File: config.mk
export PLATFORM = sky130hd
export DESIGN_NAME = dacser_seq
export DESIGN_NICKNAME = d
export VERILOG_FILES = /design/src/rtl/dacser_pkg.sv /design/src/rtl/dacser_timer.sv /design/src/rtl/dacser_shreg.sv /design/src/rtl/dacser_recov.sv /design/src/rtl/dacser_seq.sv
export SDC_FILE = /design/constraint.sdc
export NUM_CORES = 1
export LEC_CHECK = 0
export ABC_AREA = 1
export BUFFER_PORTS_ARGS = -buffer_cell sky130_fd_sc_hd__buf_2
export CAP_MARGIN = 30
export CORE_ASPECT_RATIO = 0.8
export CORE_MARGIN = 3
export CORE_UTILIZATION = 50
export CTS_CLUSTER_SIZE = 40
export DETAILED_ROUTE_END_ITERATION = 16
export PLACE_DENSITY = 0.71
export SYNTH_ARGS = -nofsm -noshare
export SYNTH_HDL_FRONTEND = slang
export SYNTH_SLANG_ARGS = --single-unit
File: constraint.sdc
create_clock -name clk -period 2.1 [get_ports clk]
set_input_delay 0.21 -clock clk [delete_from_list [all_inputs] [get_ports clk]]
set_output_delay 0.21 -clock clk [all_outputs]
set_load 0.005 [all_outputs]
File: src/rtl/dacser_pkg.sv
package dacser_pkg;

    typedef enum logic [2:0] {
        ST_IDLE,
        ST_ARM,
        ST_LEAD,
        ST_HIGH,
        ST_LOW,
        ST_GAP,
        ST_TAIL
    } seq_state_e;

    // Load line is low in every state that belongs to an open frame.
    function automatic logic in_frame(input seq_state_e s);
        return (s == ST_LEAD) || (s == ST_HIGH) || (s == ST_LOW) ||
               (s == ST_GAP)  || (s == ST_TAIL);
    endfunction

endpackage

File: src/rtl/dacser_timer.sv
module dacser_timer #(
    parameter int TW = 4
) (
    input  logic          clk,
    input  logic          rst_n,
    input  logic          restart,
    input  logic [TW-1:0] len,
    output logic          expire
);

    logic [TW-1:0] cnt_q;

    // Loaded with len-1 on entry to a phase, so the phase lasts len cycles.
    always_ff @(posedge clk) begin
        if (!rst_n) begin
            cnt_q <= '0;
        end else if (restart) begin
            cnt_q <= len - TW'(1);
        end else if (cnt_q != '0) begin
            cnt_q <= cnt_q - TW'(1);
        end
    end

    assign expire = (cnt_q == '0);

endmodule

File: src/rtl/dacser_shreg.sv
module dacser_shreg #(
    parameter int WORD_W = 16,
    parameter int BYTE_W = 8,
    localparam int BIT_W  = $clog2(WORD_W),
    localparam int LANE_W = $clog2(BYTE_W)
) (
    input  logic              clk,
    input  logic              rst_n,
    input  logic              capture,
    input  logic [WORD_W-1:0] din,
    input  logic              shift,
    output logic              msb,
    output logic              last_bit,
    output logic              byte_end
);

    logic [WORD_W-1:0] sh_q;
    logic [WORD_W-1:0] sh_d;
    logic [BIT_W-1:0]  bit_q;

    // One cell per bit: load, shift toward the MSB, or hold.
    for (genvar g = 0; g < WORD_W; g++) begin : g_cell
        if (g == 0) begin : g_lsb
            assign sh_d[g] = capture ? din[g] : (shift ? 1'b0 : sh_q[g]);
        end else begin : g_mid
            assign sh_d[g] = capture ? din[g] : (shift ? sh_q[g-1] : sh_q[g]);
        end
    end

    always_ff @(posedge clk) begin
        if (!rst_n) begin
            sh_q  <= '0;
            bit_q <= '0;
        end else begin
            sh_q <= sh_d;
            if (capture) begin
                bit_q <= '0;
            end else if (shift) begin
                bit_q <= bit_q + BIT_W'(1);
            end
        end
    end

    assign msb      = sh_q[WORD_W-1];
    assign last_bit = (bit_q == BIT_W'(WORD_W - 1));
    assign byte_end = &bit_q[LANE_W-1:0];

endmodule

File: src/rtl/dacser_recov.sv
module dacser_recov #(
    parameter int LOAD_MIN = 5,
    localparam int RW = $clog2(LOAD_MIN + 1)
) (
    input  logic clk,
    input  logic rst_n,
    input  logic line_hi,
    output logic ready
);

    logic [RW-1:0] cnt_q;

    // Counts cycles the load line has been high; a reset counts as recovered.
    always_ff @(posedge clk) begin
        if (!rst_n) begin
            cnt_q <= RW'(LOAD_MIN);
        end else if (!line_hi) begin
            cnt_q <= '0;
        end else if (cnt_q < RW'(LOAD_MIN)) begin
            cnt_q <= cnt_q + RW'(1);
        end
    end

    assign ready = (cnt_q >= RW'(LOAD_MIN));

endmodule

File: src/rtl/dacser_seq.sv
module dacser_seq
    import dacser_pkg::*;
#(
    parameter int WORD_W   = 16,
    parameter int BYTE_W   = 8,
    parameter int HALF_CYC = 5,
    parameter int GAP_CYC  = 10,
    parameter int LOAD_MIN = 5
) (
    input  logic              clk,
    input  logic              rst_n,
    input  logic              start_i,
    input  logic [WORD_W-1:0] word_i,
    output logic              busy_o,
    output logic              done_o,
    output logic              sclk_o,
    output logic              sdata_o,
    output logic              load_o
);

    localparam int TMAX = (GAP_CYC > HALF_CYC) ? GAP_CYC : HALF_CYC;
    localparam int TW   = $clog2(TMAX + 1);

    seq_state_e    state_q, state_d;
    logic          tmr_exp;
    logic          tmr_restart;
    logic [TW-1:0] tmr_len;
    logic          take;
    logic          shift;
    logic          last_bit;
    logic          byte_end;
    logic          rec_ready;

    assign take  = start_i && (state_q == ST_IDLE);
    assign shift = (state_q == ST_HIGH) && tmr_exp;

    // State register
    always_ff @(posedge clk) begin
        if (!rst_n) begin
            state_q <= ST_IDLE;
        end else begin
            state_q <= state_d;
        end
    end

    // Next state
    always_comb begin
        state_d = state_q;
        unique case (state_q)
            ST_IDLE: if (start_i)   state_d = ST_ARM;
            ST_ARM:  if (rec_ready) state_d = ST_LEAD;
            ST_LEAD: if (tmr_exp)   state_d = ST_HIGH;
            ST_HIGH: begin
                if (tmr_exp) begin
                    if (last_bit)      state_d = ST_TAIL;
                    else if (byte_end) state_d = ST_GAP;
                    else               state_d = ST_LOW;
                end
            end
            ST_LOW:  if (tmr_exp)   state_d = ST_HIGH;
            ST_GAP:  if (tmr_exp)   state_d = ST_HIGH;
            ST_TAIL: if (tmr_exp)   state_d = ST_IDLE;
            default:                state_d = ST_IDLE;
        endcase
    end

    assign tmr_restart = (state_d != state_q);
    assign tmr_len     = (state_d == ST_GAP) ? TW'(GAP_CYC) : TW'(HALF_CYC);

    // Registered outputs decoded from the next state
    always_ff @(posedge clk) begin
        if (!rst_n) begin
            load_o <= 1'b1;
            sclk_o <= 1'b0;
            busy_o <= 1'b0;
            done_o <= 1'b0;
        end else begin
            load_o <= !in_frame(state_d);
            sclk_o <= (state_d == ST_HIGH);
            busy_o <= (state_d != ST_IDLE);
            done_o <= (state_q == ST_TAIL) && (state_d == ST_IDLE);
        end
    end

    dacser_timer #(.TW(TW)) u_tmr (
        .clk     (clk),
        .rst_n   (rst_n),
        .restart (tmr_restart),
        .len     (tmr_len),
        .expire  (tmr_exp)
    );

    dacser_shreg #(.WORD_W(WORD_W), .BYTE_W(BYTE_W)) u_sh (
        .clk      (clk),
        .rst_n    (rst_n),
        .capture  (take),
        .din      (word_i),
        .shift    (shift),
        .msb      (sdata_o),
        .last_bit (last_bit),
        .byte_end (byte_end)
    );

    dacser_recov #(.LOAD_MIN(LOAD_MIN)) u_rec (
        .clk     (clk),
        .rst_n   (rst_n),
        .line_hi (load_o),
        .ready   (rec_ready)
    );

endmodule

Word level (Yosys, flattened, before mapping)
Cells that the tools add are included.

storage, ports and cells
  register bits = 34
  bits of input ports = 19

cells by class
  $add $sub $neg = 4
  equality and inequality tests = 14
  order comparisons = 2
  reduce and logical (&&, ||, !) cells = 19
  mux-type cells = 45
  bitwise gates (word level) = 1

operator list
  operator                                           number
  2-to-1 mux 1 bit                                   33
  2-to-1 mux 3 bit                                   7
  == test 3 bit (second input constant)              6
  one-hot mux 3 bit (5 select lines)                 1
  == test 3 x 2 -> 1 bit (second input constant)     4
  2-to-1 mux 4 bit                                   3
  subtractor 4 x 1 -> 4 bit (second input constant)  2
  logical NOT 3 bit                                  2
  adder 4 x 1 -> 4 bit (second input constant)       1
  == test 4 bit (second input constant)              1
  logical NOT 4 bit                                  1
  logical OR 1 bit                                   4
  nonzero test 2 bit                                 2
  nonzero test 4 bit                                 1
  adder 3 x 1 -> 3 bit (second input constant)       1
  == test 3 x 1 -> 1 bit (second input constant)     1
  >= comparator 3 bit (second input constant)        1
  logical AND 1 bit                                  3
  < comparator 3 bit (second input constant)         1
  != test 3 bit                                      1
  AND reduction 3 bit                                1
  nonzero test 3 bit                                 1
  OR reduction 3 bit                                 1
  2-to-1 mux 2 bit                                   1
  other kinds (5)                                    5

Logic depth before layout (Yosys ltp)
  word-level depth = 11
  depth in mapped cells = 15
  depth with buffers taken out = 15

Cells and area by module
A second synthesis with hierarchy kept.

second synthesis, totals
  cell total of the unflattened synthesis = 285
  area total of the unflattened synthesis = 1829.3 µm²

by module, submodules not included
  module        times used  sequential area each (µm²)  cells each  area each (µm²)
  dacser_shreg  1           400.4                       147         978.4
  dacser_seq    1           140.1                       66          415.4
  dacser_timer  1           80.1                        44          256.5
  dacser_recov  1           60.1                        28          178.9

Worst setup path before layout
OpenSTA, ideal clock, no wires.

  kind = flip-flop to flip-flop
  start point = reg u_rec.cnt_q[1]
  end point = reg u_tmr.cnt_q[2]
  arrival = 1.792 ns
  stages on the path, launching flop included = 14
  period minus slack after synthesis = 1.858 ns
  setup slack = 0.242 ns
  cells stage by stage = dfxtp_1 > inv_1 > ha_1 > nand3b_1 > nand3_1 > nand2_1 > nor2_2 > o2111ai_2 > o21ai_0 > inv_1 > ha_1 > inv_1 > nand3_1 > a21oi_2

on the way
  word-level cells in the longest chain between the ends = 7
  elaborated cells on any way between the ends = 9

RTL lines
  element                                 line                text
  start: declaration                      dacser_recov.sv:11  logic [RW-1:0] cnt_q;
  start signal: assignment                dacser_recov.sv:16  cnt_q <= RW'(LOAD_MIN);
  start signal: assignment                dacser_recov.sv:20  cnt_q <= cnt_q + RW'(1);
  >= comparator 3 bit (*)                 dacser_recov.sv:24  assign ready = (cnt_q >= RW'(LOAD_MIN));
  2-to-1 mux 3 bit (*)                    dacser_seq.sv:51    ST_ARM: if (rec_ready) state_d = ST_LEAD;
  one-hot mux 3 bit (5 select lines) (*)  dacser_seq.sv:49    unique case (state_q)
  == test 3 bit                           dacser_seq.sv:68    assign tmr_len = (state_d == ST_GAP) ? TW'(GAP_CYC) : TW'(HALF_CYC);
  2-to-1 mux 4 bit                        dacser_seq.sv:68
  subtractor 4 x 1 -> 4 bit               dacser_timer.sv:18  cnt_q <= len - TW'(1);
  2-to-1 mux 4 bit                        dacser_timer.sv:17  end else if (restart) begin
  end signal: assignment                  dacser_timer.sv:18
  end signal: assignment                  dacser_timer.sv:20  cnt_q <= cnt_q - TW'(1);
  end: declaration                        dacser_timer.sv:11  logic [TW-1:0] cnt_q;

Every way passes the cells marked *; elsewhere a longest branch is shown, timed or not.
A chain may end at the register's enable or synchronous reset.

Final worst setup path
  start point = reg state_q[0]
  end point = reg u_tmr.cnt_q[2]

on the way
  word-level cells in the longest chain between the ends = 7
  elaborated cells on any way between the ends = 20

RTL lines
  element                                                  line                text
  start: declaration                                       dacser_seq.sv:24    seq_state_e state_q, state_d;
  start signal: assignment                                 dacser_seq.sv:42    state_q <= state_d;
  == test 3 bit or == test 3 x 2 -> 1 bit (tied branches)  dacser_seq.sv:49
  OR reduction 3 bit (no source line)                      n/a
  one-hot mux 3 bit (5 select lines)                       dacser_seq.sv:49
  == test 3 bit                                            dacser_seq.sv:68
  2-to-1 mux 4 bit                                         dacser_seq.sv:68
  subtractor 4 x 1 -> 4 bit                                dacser_timer.sv:18
  2-to-1 mux 4 bit                                         dacser_timer.sv:17

Several ways; a longest one is shown, not always the timed one.

==> flow_summary.yaml <==
status:
  outcome: "finished clean"
logic_synthesis:
  yosysWarnings: 0
  netlist_area_um2: 1590
  ys.flop_type: "dfxtp_1"
  yosysTopAreaCell: "dfxtp_1"
  netlist_instances: 213
  syn_nets: 237
  synth_top_area_share_pct: 42.9
  avgSynthCellArea_um2: 7.44
  yosysSeqAreaShare_pct: 42.9
  ys_top_cells_by_area: "dfxtp_1, nand2_1, nand3_1"
  synthArstFlopShare_pct: 0
  synthDistinctLibCells: 29
  ys_ff_latch: 34
  synth_enable_flop_cells: 0
cts:
  cts_hold_buf: 0
  htreeDepth: 2
  tritoncts: "built"
  clock-sinks: 34
  cts_root_buf: "clkbuf_8"
  clk_latency_ns: 0.28
  clockBufferDepth: 2
  clk_pin_slew_worst_paths_ns: 0.07
  cts_made_buffers: 5
floorplan:
  start_util_pct: 54.8
  io_pins: 24
  die_x_um: 69.0
  num_rows: 17
  core_um2: 2890
  fp.dieArea_um2: 3890
  fp.dieH_um: 56.4
timing:
  post-route-period-util_pct: 94.9
  max_freq_mhz: 502
  min_period_ns: 1.99
  clock_skew_ns: 0.00649
  finalHoldViolCount: 0
  slew_violations: 0
  fin_ws_ns: 0.107
  tightest_slew_ns: 0.345
  max_slew_margin_pct: 76.9
  setup_viol: 0
worst_hold_path:
  hold_depth: 3
  hold_class: "input port to register"
setup_path:
  r2r_cells: 13
  cp.required_ns: 2.31
  crit_type: "register to register"
  path_max_fanout: 5
  worstPathArrival_ns: 2.21
  critPathSlowestCell: "dfxtp_1"
  critical-path-max-stage-delay_ns: 0.40
  crit_top_cell: "inv_1"
  cp_cell_sequence: "inv_1, nor3_1, nand2_1, nand4_4, nand2_4, nand3_4, nor2_4, inv_1, nand2_1, ha_1, inv_1, nand3_1, a21oi_2"
  setup.worst_path.start_class: "register"
  crit_path_end_kind: "register"
power_and_ir_drop:
  p_leak_nw: 0.841
  p_total_mw: 2.61
  irDropWorstVdd_uv: 796
  p_per_area_nw_per_um2: 1370
job:
  maxCapViolCount: 0
routing:
  vias_per_cell: 5.37
  wl_mm: 3.59
  drc_errors: 0
  firstDrtPassIters: 4
  wl_per_cell_um: 12.7
  antenna_left: 0
  vias: 1514
  drtIter0Drc: 48
grt:
  gr-total-overflow: 0
  grt_pass1_vias: 1399
  antenna_found_initial: 0
  grt_pass1_wl_mm: 6.01
  grtUsageTotal_pct: 19.7
  grt_max_degree: 15
cells_and_area:
  final_cell_mix: "nand2_1, dfxtp_1, buf_2, nor2_1, nand3_1"
  register_area_um2: 684
  nFillCells: 258
  drive_gt1_share_pct: 25.0
  finalCoreUtilization_pct: 65.9
  layout.nets: 268
  num_antenna_cells: 0
  final_common_cell: "nand2_1"
  synthToLayoutAreaGrowth_pct: 20.3
  multi_input_area_um2: 848
placement:
  pre_cts_ws_ns: 0.0475
  numPortBuffers: 23
  dp_hpwl_mm: 2.54
  gp_congestion: 0.893
==> path summary, 6_finish.rpt <==
| kind | startpoint | endpoint | slack [ns] |
|---|---|---|---|
| setup / recovery | state_q[0]$_SDFF_PN0_ | u_tmr.cnt_q[2]$_SDFFE_PN0P_ | 0.11 |
| hold / removal | word_i[0] | u_sh.sh_q[0]$_SDFFE_PN0P_ | 0.19 |
| setup reg to reg | state_q[0]$_SDFF_PN0_ | u_tmr.cnt_q[2]$_SDFFE_PN0P_ | 0.11 |
| hold reg to reg | u_sh.sh_q[15]$_SDFFE_PN0P_ | u_sh.sh_q[15]$_SDFFE_PN0P_ | 0.47 |
==> critical path: cells and delay by family, from the launching register on <==
kind                       cells  cell delay, ns
adders and majority gates      1            0.23
and+or+nand+nor                8            0.87
DFF                            1            0.40
AOI/OAI and AO/OA              1            0.14
buffers and inverters          3            0.31
==> power by group <==
part | internal, mW | switching, mW | total [mW] | leakage (nW)
registers | 0.817 | 0.138 | 0.955 | 0.280
logic | 0.476 | 0.742 | 1.22 | 0.523
clock network | 0.228 | 0.213 | 0.441 | 0.0383
==> synth_stat cells (all sizes together), types with 4 or more instances <==
| cell type | instances |
|---|---|
| nand4 | 4 |
| nor3 | 6 |
| ha | 5 |
| a21oi | 10 |
| dfxtp | 34 |
| nor2 | 23 |
| nand3 | 19 |
| inv | 19 |
| a31oi | 11 |
| o21ai | 16 |
| nand2 | 53 |
| buf | 5 |
==> flip-flops by register name (all words and copies together) (netlist names) <==
| signal | cells |
|---|---|
| u_sh.sh_q | 16 |
| u_sh.bit_q | 4 |
| u_tmr.cnt_q | 4 |
| state_q | 3 |
| u_rec.cnt_q | 3 |
| busy_o | 1 |
| done_o | 1 |
| load_o | 1 |
| sclk_o | 1 |
==> final cells by class <==
type / instances / area share, %
Clock buffer: 7 / 4.00
Inverter: 20 / 3.94
Multi-Input combinational cell: 152 / 44.5
Sequential cell: 34 / 35.9
Tap cell: 38 / 2.49
Timing Repair Buffer: 31 / 9.19
==> kinds of logic after synthesis <==
family	after synthesis	share of synthesized area (%)
fa+ha+maj	5	3.95
flops	34	42.9
simple gates	107	30.6
compound gates	40	15.3
buf+inv	27	7.18
==> routing by layer <==
metal  vias up  global-route usage [%]  wire, um
li1        775                       -         -
met1       690                    27.1      1770
met2        40                    29.5      1590
met3         9                    5.20       190
met4         0                    6.39        36
met5         -                       0         0
==> metrics by stage <==
stage	hold WS, ns	setup TNS, ns	std cells	cell area, um^2
after floorplan	0.358	0	213	1590
after global placement	0.456	0	273	1750
after detailed placement	0.461	0	273	1750
after CTS	0.190	0	280	1830
after global routing	0.196	-0.0361	282	1910
final	0.193	0	282	1910
==> timing repair <==
action / in CTS / in global routing
endpoints found under the setup margin: 0 / 2
buffers inserted: 0 / 2
resized for setup: 0 / 15
No activity file was read; power rests on OpenSTA's default activity.
